--- src/rtl/jtag_sel_pkg.sv ---
package jtag_sel_pkg;
  localparam int ID_W = 32;

  typedef enum logic [1:0] {
    PATH_BYPASS   = 2'd0,
    PATH_IDCODE   = 2'd1,
    PATH_BOUNDARY = 2'd2
  } dr_path_e;

  typedef struct packed {
    dr_path_e path;
    logic     sample;
    logic     pins_ctl;
    logic     float_out;
    logic     hold_out;
  } instr_dec_t;
endpackage

--- src/rtl/jtag_ir_stage.sv ---
module jtag_ir_stage #(
  parameter int               IR_W     = 4,
  parameter logic [IR_W-1:0]  RST_CODE = IR_W'(3)
) (
  input  logic            tck,
  input  logic            trst_n,
  input  logic            tdi,
  input  logic            capture,
  input  logic            shift,
  input  logic            update,
  output logic [IR_W-1:0] sr_q,
  output logic [IR_W-1:0] ir_q
);
  // low two bits fixed at 01, upper bits zero
  localparam logic [IR_W-1:0] CAP_PAT = IR_W'(1);

  always_ff @(posedge tck or negedge trst_n) begin
    if (!trst_n) begin
      sr_q <= '0;
    end else if (capture) begin
      sr_q <= CAP_PAT;
    end else if (shift) begin
      sr_q <= {tdi, sr_q[IR_W-1:1]};
    end
  end

  always_ff @(posedge tck or negedge trst_n) begin
    if (!trst_n) begin
      ir_q <= RST_CODE;
    end else if (update) begin
      ir_q <= sr_q;
    end
  end
endmodule

--- src/rtl/jtag_ir_decode.sv ---
module jtag_ir_decode
  import jtag_sel_pkg::*;
#(
  parameter int              IR_W      = 4,
  parameter logic [IR_W-1:0] OP_SAMPLE = IR_W'(2),
  parameter logic [IR_W-1:0] OP_IDCODE = IR_W'(3),
  parameter logic [IR_W-1:0] OP_HIGHZ  = IR_W'(4),
  parameter logic [IR_W-1:0] OP_CLAMP  = IR_W'(5),
  parameter logic [IR_W-1:0] OP_EXTEST = IR_W'(6)
) (
  input  logic [IR_W-1:0] opcode,
  output instr_dec_t      dec
);
  always_comb begin
    dec = '{path: PATH_BYPASS, sample: 1'b0, pins_ctl: 1'b0,
            float_out: 1'b0, hold_out: 1'b0};
    if (opcode == OP_EXTEST) begin
      dec.path     = PATH_BOUNDARY;
      dec.pins_ctl = 1'b1;
    end else if (opcode == OP_SAMPLE) begin
      dec.path   = PATH_BOUNDARY;
      dec.sample = 1'b1;
    end else if (opcode == OP_IDCODE) begin
      dec.path = PATH_IDCODE;
    end else if (opcode == OP_HIGHZ) begin
      dec.float_out = 1'b1;
    end else if (opcode == OP_CLAMP) begin
      dec.hold_out = 1'b1;
    end
    // all ones and every unmapped code: plain bypass
  end
endmodule

--- src/rtl/jtag_dr_bank.sv ---
module jtag_dr_bank
  import jtag_sel_pkg::*;
#(
  parameter logic [ID_W-1:0] ID_VALUE = 32'h4BA0_0C72
) (
  input  logic     tck,
  input  logic     trst_n,
  input  logic     tdi,
  input  dr_path_e path,
  input  logic     capture,
  input  logic     shift,
  output logic     byp_q,
  output logic     id_lsb
);
  localparam logic [ID_W-1:0] ID_CAP = {ID_VALUE[ID_W-1:1], 1'b1};

  logic            byp_sel;
  logic            id_sel;
  logic [ID_W-1:0] id_q;

  assign byp_sel = (path == PATH_BYPASS);
  assign id_sel  = (path == PATH_IDCODE);

  always_ff @(posedge tck or negedge trst_n) begin
    if (!trst_n) begin
      byp_q <= 1'b0;
    end else if (byp_sel && capture) begin
      byp_q <= 1'b0;
    end else if (byp_sel && shift) begin
      byp_q <= tdi;
    end
  end

  always_ff @(posedge tck or negedge trst_n) begin
    if (!trst_n) begin
      id_q <= '0;
    end else if (id_sel && capture) begin
      id_q <= ID_CAP;
    end else if (id_sel && shift) begin
      id_q <= {tdi, id_q[ID_W-1:1]};
    end
  end

  assign id_lsb = id_q[0];
endmodule

--- src/rtl/jtag_instr_path.sv ---
module jtag_instr_path
  import jtag_sel_pkg::*;
#(
  parameter int              IR_W      = 4,
  parameter logic [IR_W-1:0] OP_SAMPLE = IR_W'(2),
  parameter logic [IR_W-1:0] OP_IDCODE = IR_W'(3),
  parameter logic [IR_W-1:0] OP_HIGHZ  = IR_W'(4),
  parameter logic [IR_W-1:0] OP_CLAMP  = IR_W'(5),
  parameter logic [IR_W-1:0] OP_EXTEST = IR_W'(6),
  parameter logic [ID_W-1:0] ID_VALUE  = 32'h4BA0_0C72
) (
  input  logic tck,
  input  logic trst_n,
  input  logic tdi,
  input  logic ir_capture,
  input  logic ir_shift,
  input  logic ir_update,
  input  logic dr_capture,
  input  logic dr_shift,
  input  logic dr_update,
  input  logic bsr_so,
  output logic tdo,
  output logic bsr_capture,
  output logic bsr_shift,
  output logic bsr_update,
  output logic mode_sample,
  output logic mode_pins_ctl,
  output logic mode_float,
  output logic mode_hold
);
  logic [IR_W-1:0] ir_sr;
  logic [IR_W-1:0] ir_q;
  instr_dec_t      dec;
  dr_path_e        path;
  logic            byp_q;
  logic            id_lsb;
  logic            dr_so;
  logic            bsr_sel;

  jtag_ir_stage #(.IR_W(IR_W), .RST_CODE(OP_IDCODE)) u_ir (
    .tck(tck), .trst_n(trst_n), .tdi(tdi),
    .capture(ir_capture), .shift(ir_shift), .update(ir_update),
    .sr_q(ir_sr), .ir_q(ir_q)
  );

  jtag_ir_decode #(
    .IR_W(IR_W), .OP_SAMPLE(OP_SAMPLE), .OP_IDCODE(OP_IDCODE),
    .OP_HIGHZ(OP_HIGHZ), .OP_CLAMP(OP_CLAMP), .OP_EXTEST(OP_EXTEST)
  ) u_dec (
    .opcode(ir_q), .dec(dec)
  );

  assign path = dec.path;

  jtag_dr_bank #(.ID_VALUE(ID_VALUE)) u_bank (
    .tck(tck), .trst_n(trst_n), .tdi(tdi), .path(path),
    .capture(dr_capture), .shift(dr_shift),
    .byp_q(byp_q), .id_lsb(id_lsb)
  );

  always_comb begin
    unique case (path)
      PATH_IDCODE:   dr_so = id_lsb;
      PATH_BOUNDARY: dr_so = bsr_so;
      default:       dr_so = byp_q;
    endcase
  end

  assign tdo = ir_shift ? ir_sr[0] : dr_so;

  assign bsr_sel     = (path == PATH_BOUNDARY);
  assign bsr_capture = bsr_sel & dr_capture;
  assign bsr_shift   = bsr_sel & dr_shift;
  assign bsr_update  = bsr_sel & dr_update;

  assign mode_sample   = dec.sample;
  assign mode_pins_ctl = dec.pins_ctl;
  assign mode_float    = dec.float_out;
  assign mode_hold     = dec.hold_out;
endmodule

--- config.mk ---
export PLATFORM = sky130hd
export DESIGN_NAME = jtag_instr_path
export DESIGN_NICKNAME = d
export VERILOG_FILES = /design/src/rtl/jtag_sel_pkg.sv /design/src/rtl/jtag_ir_stage.sv /design/src/rtl/jtag_ir_decode.sv /design/src/rtl/jtag_dr_bank.sv /design/src/rtl/jtag_instr_path.sv
export SDC_FILE = /design/constraint.sdc
export NUM_CORES = 1
export LEC_CHECK = 0
export ABC_AREA = 1
export ABC_CLOCK_PERIOD_IN_PS = 2350
export BUFFER_PORTS_ARGS = -buffer_cell sky130_fd_sc_hd__buf_2
export CORE_UTILIZATION = 45
export DETAILED_ROUTE_END_ITERATION = 16
export PLACE_DENSITY = 0.72
export SYNTH_ARGS = -nofsm -noshare
export SYNTH_HDL_FRONTEND = slang
export SYNTH_SLANG_ARGS = --single-unit
--- constraint.sdc ---
create_clock -name tck -period 2.35 [get_ports tck]
set_input_delay 0.5875 -clock tck [delete_from_list [all_inputs] [get_ports tck]]
set_output_delay 0.5875 -clock tck [all_outputs]
set_load 0.02 [all_outputs]
=== Yosys cells after proc, flatten, opt, wreduce, memory -nomap -nowiden ===
Index checks and enable logic that the tools add are counted.

* Equality and inequality tests: 7
* Mux-type cells: 20
* Bitwise logic cells: 3
* Reduce and logical (&&, ||, !) cells: 8

{| class="wikitable"
|+ Operators by type and width
! kind !! count
|-
| $mux W32 || 2
|-
| $eq A4 B3 Y1 const B || 3
|-
| $mux W1 || 10
|-
| $mux W2 || 5
|-
| $eq A4 B2 Y1 const B || 2
|-
| $mux W4 || 2
|-
| $reduce_bool A2 Y1 || 3
|-
| $logic_and A1 B1 Y1 || 4
|-
| $and A1 B1 Y1 || 3
|-
| $eq A2 B1 Y1 const B || 1
|-
| $eq A2 B2 Y1 const B || 1
|-
| $logic_not A2 Y1 || 1
|-
| $pmux W1 S2 || 1
|}

* Register bits after elaboration: 41
* Bits of input ports: 10
* Logic and storage cells: 42

=== Longest topological paths before layout ===
* Depth after elaboration: 8
* Depth in mapped cells: 10
* Mapped depth without buffers: 9

=== By module ===
Synthesis repeated with hierarchy kept, for this count alone.

* Cell total of the unflattened synthesis: 251
* Area, all modules: 2000.7 µm²

{| class="wikitable"
|+ Modules (own cells, without submodules)
! module !! instances !! cells each !! area an instance (µm²)
|-
| jtag_dr_bank || 1 || 181 || 1524.0
|-
| jtag_ir_stage || 1 || 35 || 316.6
|-
| jtag_instr_path || 1 || 19 || 95.1
|-
| jtag_ir_decode || 1 || 16 || 65.1
|}

=== Least setup slack after synthesis ===
Ideal clock, no wire load.

* Path type: reg-to-output
* Start: register u_ir.ir_q[1]
* End: output tdo
* Arrival: 1.527 ns
* Data required time: 1.762 ns
* Setup slack: 0.235 ns
* Cell stages (with the launch flop): 8
* Path buffers: 0
* Cell sequence: dfstp_2 > inv_1 > nor3_1 > inv_1 > ha_1 > a21oi_1 > nand2_1 > nand2_1

* Longest elaborated chain between the ends: 7
* Elaborated cells on any way between the ends: 10

{| class="wikitable"
|+ Ends and longest elaborated chain
! item !! RTL line !! text
|-
| start, declared || jtag_ir_stage.sv:12 || <nowiki>output logic [IR_W-1:0] ir_q</nowiki>
|-
| start signal, assigned || jtag_ir_stage.sv:31 || <nowiki>ir_q <= sr_q;</nowiki>
|-
| $eq A4 B2 Y1 || jtag_ir_decode.sv:23 || <nowiki>end else if (opcode == OP_IDCODE) begin</nowiki>
|-
| $mux W1 || jtag_ir_decode.sv:23 ||
|-
| $mux W2 || jtag_ir_decode.sv:20 || <nowiki>end else if (opcode == OP_SAMPLE) begin</nowiki>
|-
| $mux W2 * || jtag_ir_decode.sv:17 || <nowiki>if (opcode == OP_EXTEST) begin</nowiki>
|-
| $eq A2 B2 Y1 or $eq A2 B1 Y1 (tied branches) || jtag_instr_path.sv:62 || <nowiki>unique case (path)</nowiki>
|-
| $pmux W1 S2 * || jtag_instr_path.sv:62 ||
|-
| $mux W1 * || jtag_instr_path.sv:69 || <nowiki>assign tdo = ir_shift ? ir_sr[0] : dr_so;</nowiki>
|-
| end, declared || jtag_instr_path.sv:22 || <nowiki>output logic tdo,</nowiki>
|}

Every way passes the cells marked *; elsewhere a longest branch is shown, timed or not.

=== Worst setup path after layout ===
Same ends and word-level chain as after synthesis.

==> results.json <==
{
  "final_nets": 253,
  "maxCapViolations": 0,
  "dieArea_mm2": 0.004336,
  "core-area_mm2": 0.003771,
  "crit_family": "flip-flops",
  "ir_worst_vdd_uv": 520.8,
  "numCtsBuffers": 5,
  "finalSetupViolations": 1,
  "synthesis.nets": 226,
  "clk_latency_ns": 0.29,
  "antenna_left": 0,
  "clk_path_buf_depth": 2,
  "synth_cells": 213,
  "hold_violations": 0,
  "detail_route.vias_per_cell": 5.236,
  "slowest_stage": "dfstp_2",
  "clk_pin_slew_ns": 0.07,
  "place_hpwl_mm": 2.089,
  "yosysTopAreaCellShare": 0.5321,
  "synth-edff-count": 0,
  "timing.final.ws_setup_ns": -0.1029,
  "grt_pass1_vias": 1378,
  "finalPower_uw": 1342,
  "ys_types": 18,
  "dpl_worst_slack_ns": 0.04864,
  "cts_root_buf": "clkbuf_8",
  "critPathLaunch": "u_ir.ir_q[1]$_DFFE_PN1P_",
  "violations": "setup timing",
  "p_per_area_mw_per_mm2": 609.5,
  "drive_gt1_frac": 0.2417,
  "clock_skew_ns": 0.007500,
  "hold_path_class": "primary input to async pin",
  "status": "finished with violations",
  "crit_chain": "inv_2 -> nor3_4 -> inv_2 -> ha_4 -> a21oi_2 -> nand2_1 -> nand2_1 -> buf_6",
  "combPwrFrac": 0.100,
  "switching_share": 0.2390,
  "slowest_delay_ns": 0.57,
  "fmax_mhz": 407.7,
  "stdcell_area_mm2": 0.002202,
  "min_period_ns": 2.453,
  "worstReg2RegStart": "u_ir.ir_q[1]$_DFFE_PN1P_",
  "yosys_warnings": 0,
  "required_ns": 1.76,
  "async_reset_ff_frac": 1.000,
  "synth-main-ff-cell": "dfrtp_1",
  "num_rows": 22,
  "drv_slew": 0,
  "drtIter0Drc": 74,
  "critPathBufInv": 3,
  "crit_type": "flop to output pin",
  "drtPass1Iterations": 5,
  "drcViolationCount": 0,
  "crit_fanout": 4,
  "num_io_pins": 18,
  "grt_use_total": 0.2001,
  "grt-ovfl-total": 0,
  "gp_congestion": 0.8293,
  "fin_crit_sh": 1.044,
  "area_growth_pct": 20.05,
  "synth-seq-cells": 41,
  "avgSynthCellArea_um2": 8.612,
  "grt_first_pass_wirelength_mm": 6.403,
  "p_leak_uw": 0.001199,
  "switching_power_uw": 320.7,
  "syn_area_mm2": 0.001834,
  "antenna_cells": 0,
  "ys_seq_area_frac": 0.5607,
  "dieHeight_um": 65.85,
  "seq_power_share": 0.564,
  "slew_headroom": 0.5687,
  "cp-end-kind": "output pin",
  "cts_sinks": 41,
  "port_buffers": 17,
  "cts_tree": "done",
  "synth_top_area_cell": "dfrtp_1",
  "intPower_uw": 1021,
  "worstMarginPinSlew_ns": 0.6462,
  "route.vias.total": 1508,
  "initial_core_util": 0.4864,
  "drt-total-wl_mm": 3.904,
  "die_w_um": 65.85,
  "crit_arrival_ns": 1.87,
  "htreeDepth": 2,
  "rsz0062_at_grt": "true",
  "antenna_found_initial": 0,
  "clkPwrFrac": 0.335,
  "grt_max_degree": 42,
  "start_kind": "flop",
  "postPlaceCellArea_mm2": 0.001938,
  "ys_top_cells_by_area": "dfrtp_1 (53%), nand3_1 (15%), nand2_1 (11%)",
  "wl_per_cell_um": 13.56,
  "fill_cells": 332
}
[layout make-up]
| cell class | instances | area (um^2) | area share |
|---|---|---|---|
| inverters | 16 | 60.06 | 0.02727 |
| repair buffers | 33 | 230.2 | 0.1045 |
| multi-input cells | 143 | 737.0 | 0.3347 |
| well taps | 48 | 60.06 | 0.02727 |
| flip-flops and latches | 41 | 1028 | 0.4670 |
| clock buffers | 7 | 86.33 | 0.03920 |
[Yosys cell counts, types with 2 or more instances]
| master | n |
|---|---|
| inv_1 | 15 |
| nand3_1 | 54 |
| o21ai_0 | 11 |
| nand2_1 | 52 |
| o21ai_1 | 11 |
| ha_1 | 3 |
| buf_2 | 9 |
| nand2_2 | 2 |
| a21oi_1 | 2 |
| nor3_1 | 3 |
| dfstp_2 | 2 |
| nor2_1 | 3 |
| dfrtp_1 | 39 |
| buf_4 | 3 |
[worst register-to-register path, delay by kind of cell (launching register included)]
kind	cells	cell delay, ns
simple gates	3	0.38
fa+ha+maj	1	0.15
buf+inv	10	1.08
flops	1	0.57
[placed cells by master (no fill, tap or decap)]
cell       n
clkbuf_1   1
dfstp_2    2
inv_2      6
nor3_4     1
a21oi_1    1
ha_4       3
nand3_1   53
nand4_1    1
buf_6      6
a21oi_2    1
buf_4     11
nand2_1   51
dfrtp_1   39
or2_2      1
nand2_2    3
nor2_2     1
buf_2     16
o21ai_1   12
clkbuf_8   6
o21ai_0   10
nand3_2    1
inv_1     10
nor2_1     2
nor3_1     2
[stage by stage]
stage	utilization	TNS [ns]	cells	hold slack [ns]
final	0.5839	-0.1029	288	0.3378
after floorplan	-	0	213	0.2919
after global routing	0.5839	-0.2206	288	0.3934
after detailed placement	0.5139	0	269	0.4630
after CTS	0.5750	-0.002237	288	0.3607
after global placement	0.5139	0	269	0.4675
[repair_timing]
action                                  CTS  global route
buffers inserted                         12             1
pin swaps                                 9             6
hold buffers                              0             0
endpoints found under the setup margin    4             3
gates resized for setup                  13            11
[power by group through the flow]
stage	registers (uW)	clock network (uW)	logic [uW]
finish	758	450	135
CTS	757	465	125
detailed placement	768	0	108
floorplan	765	0	68.7
global route	761	491	152
global placement	768	0	107
[per-layer routing]
layer  GRT usage  vias up  wire, um
met5           0        -         0
met4     0.08696        0        79
met3     0.05000        8       136
met2      0.3036       37      1891
met1      0.2712      713      1797
li1            -      750         -
[kinds of logic (layout without fill, tap and decap cells)]
group | count (synthesis) | count (layout) | synth area share
AND/OR/NAND/NOR | 116 | 116 | 0.2817
flip-flops | 41 | 41 | 0.5607
buffers and inverters | 29 | 56 | 0.07161
AO/OA/AOI/OAI | 24 | 24 | 0.06548
adder cells (fa/ha/maj) | 3 | 3 | 0.02047
[sequential cells by signal, summed over array words and instances, names as in the netlist]
signal / cells
u_bank.id_q: 32
u_ir.ir_q: 4
u_ir.sr_q: 4
u_bank.byp_q: 1
[path summary, 6_finish.rpt]
check	slack (ns)	endpoint	cells past startpoint
min reg2reg	0.49	u_bank.byp_q$_DFFE_PN0P_	2
max in group asynchronous	1.64	u_ir.ir_q[0]$_DFFE_PN1P_	2
min	0.34	u_bank.id_q[30]$_DFFE_PN0P_	2
max reg2reg	0.08	u_bank.byp_q$_DFFE_PN0P_	14
min in group tck	0.49	u_bank.byp_q$_DFFE_PN0P_	2
max	-0.10	tdo	8
Power figures use the tool's default switching activity.
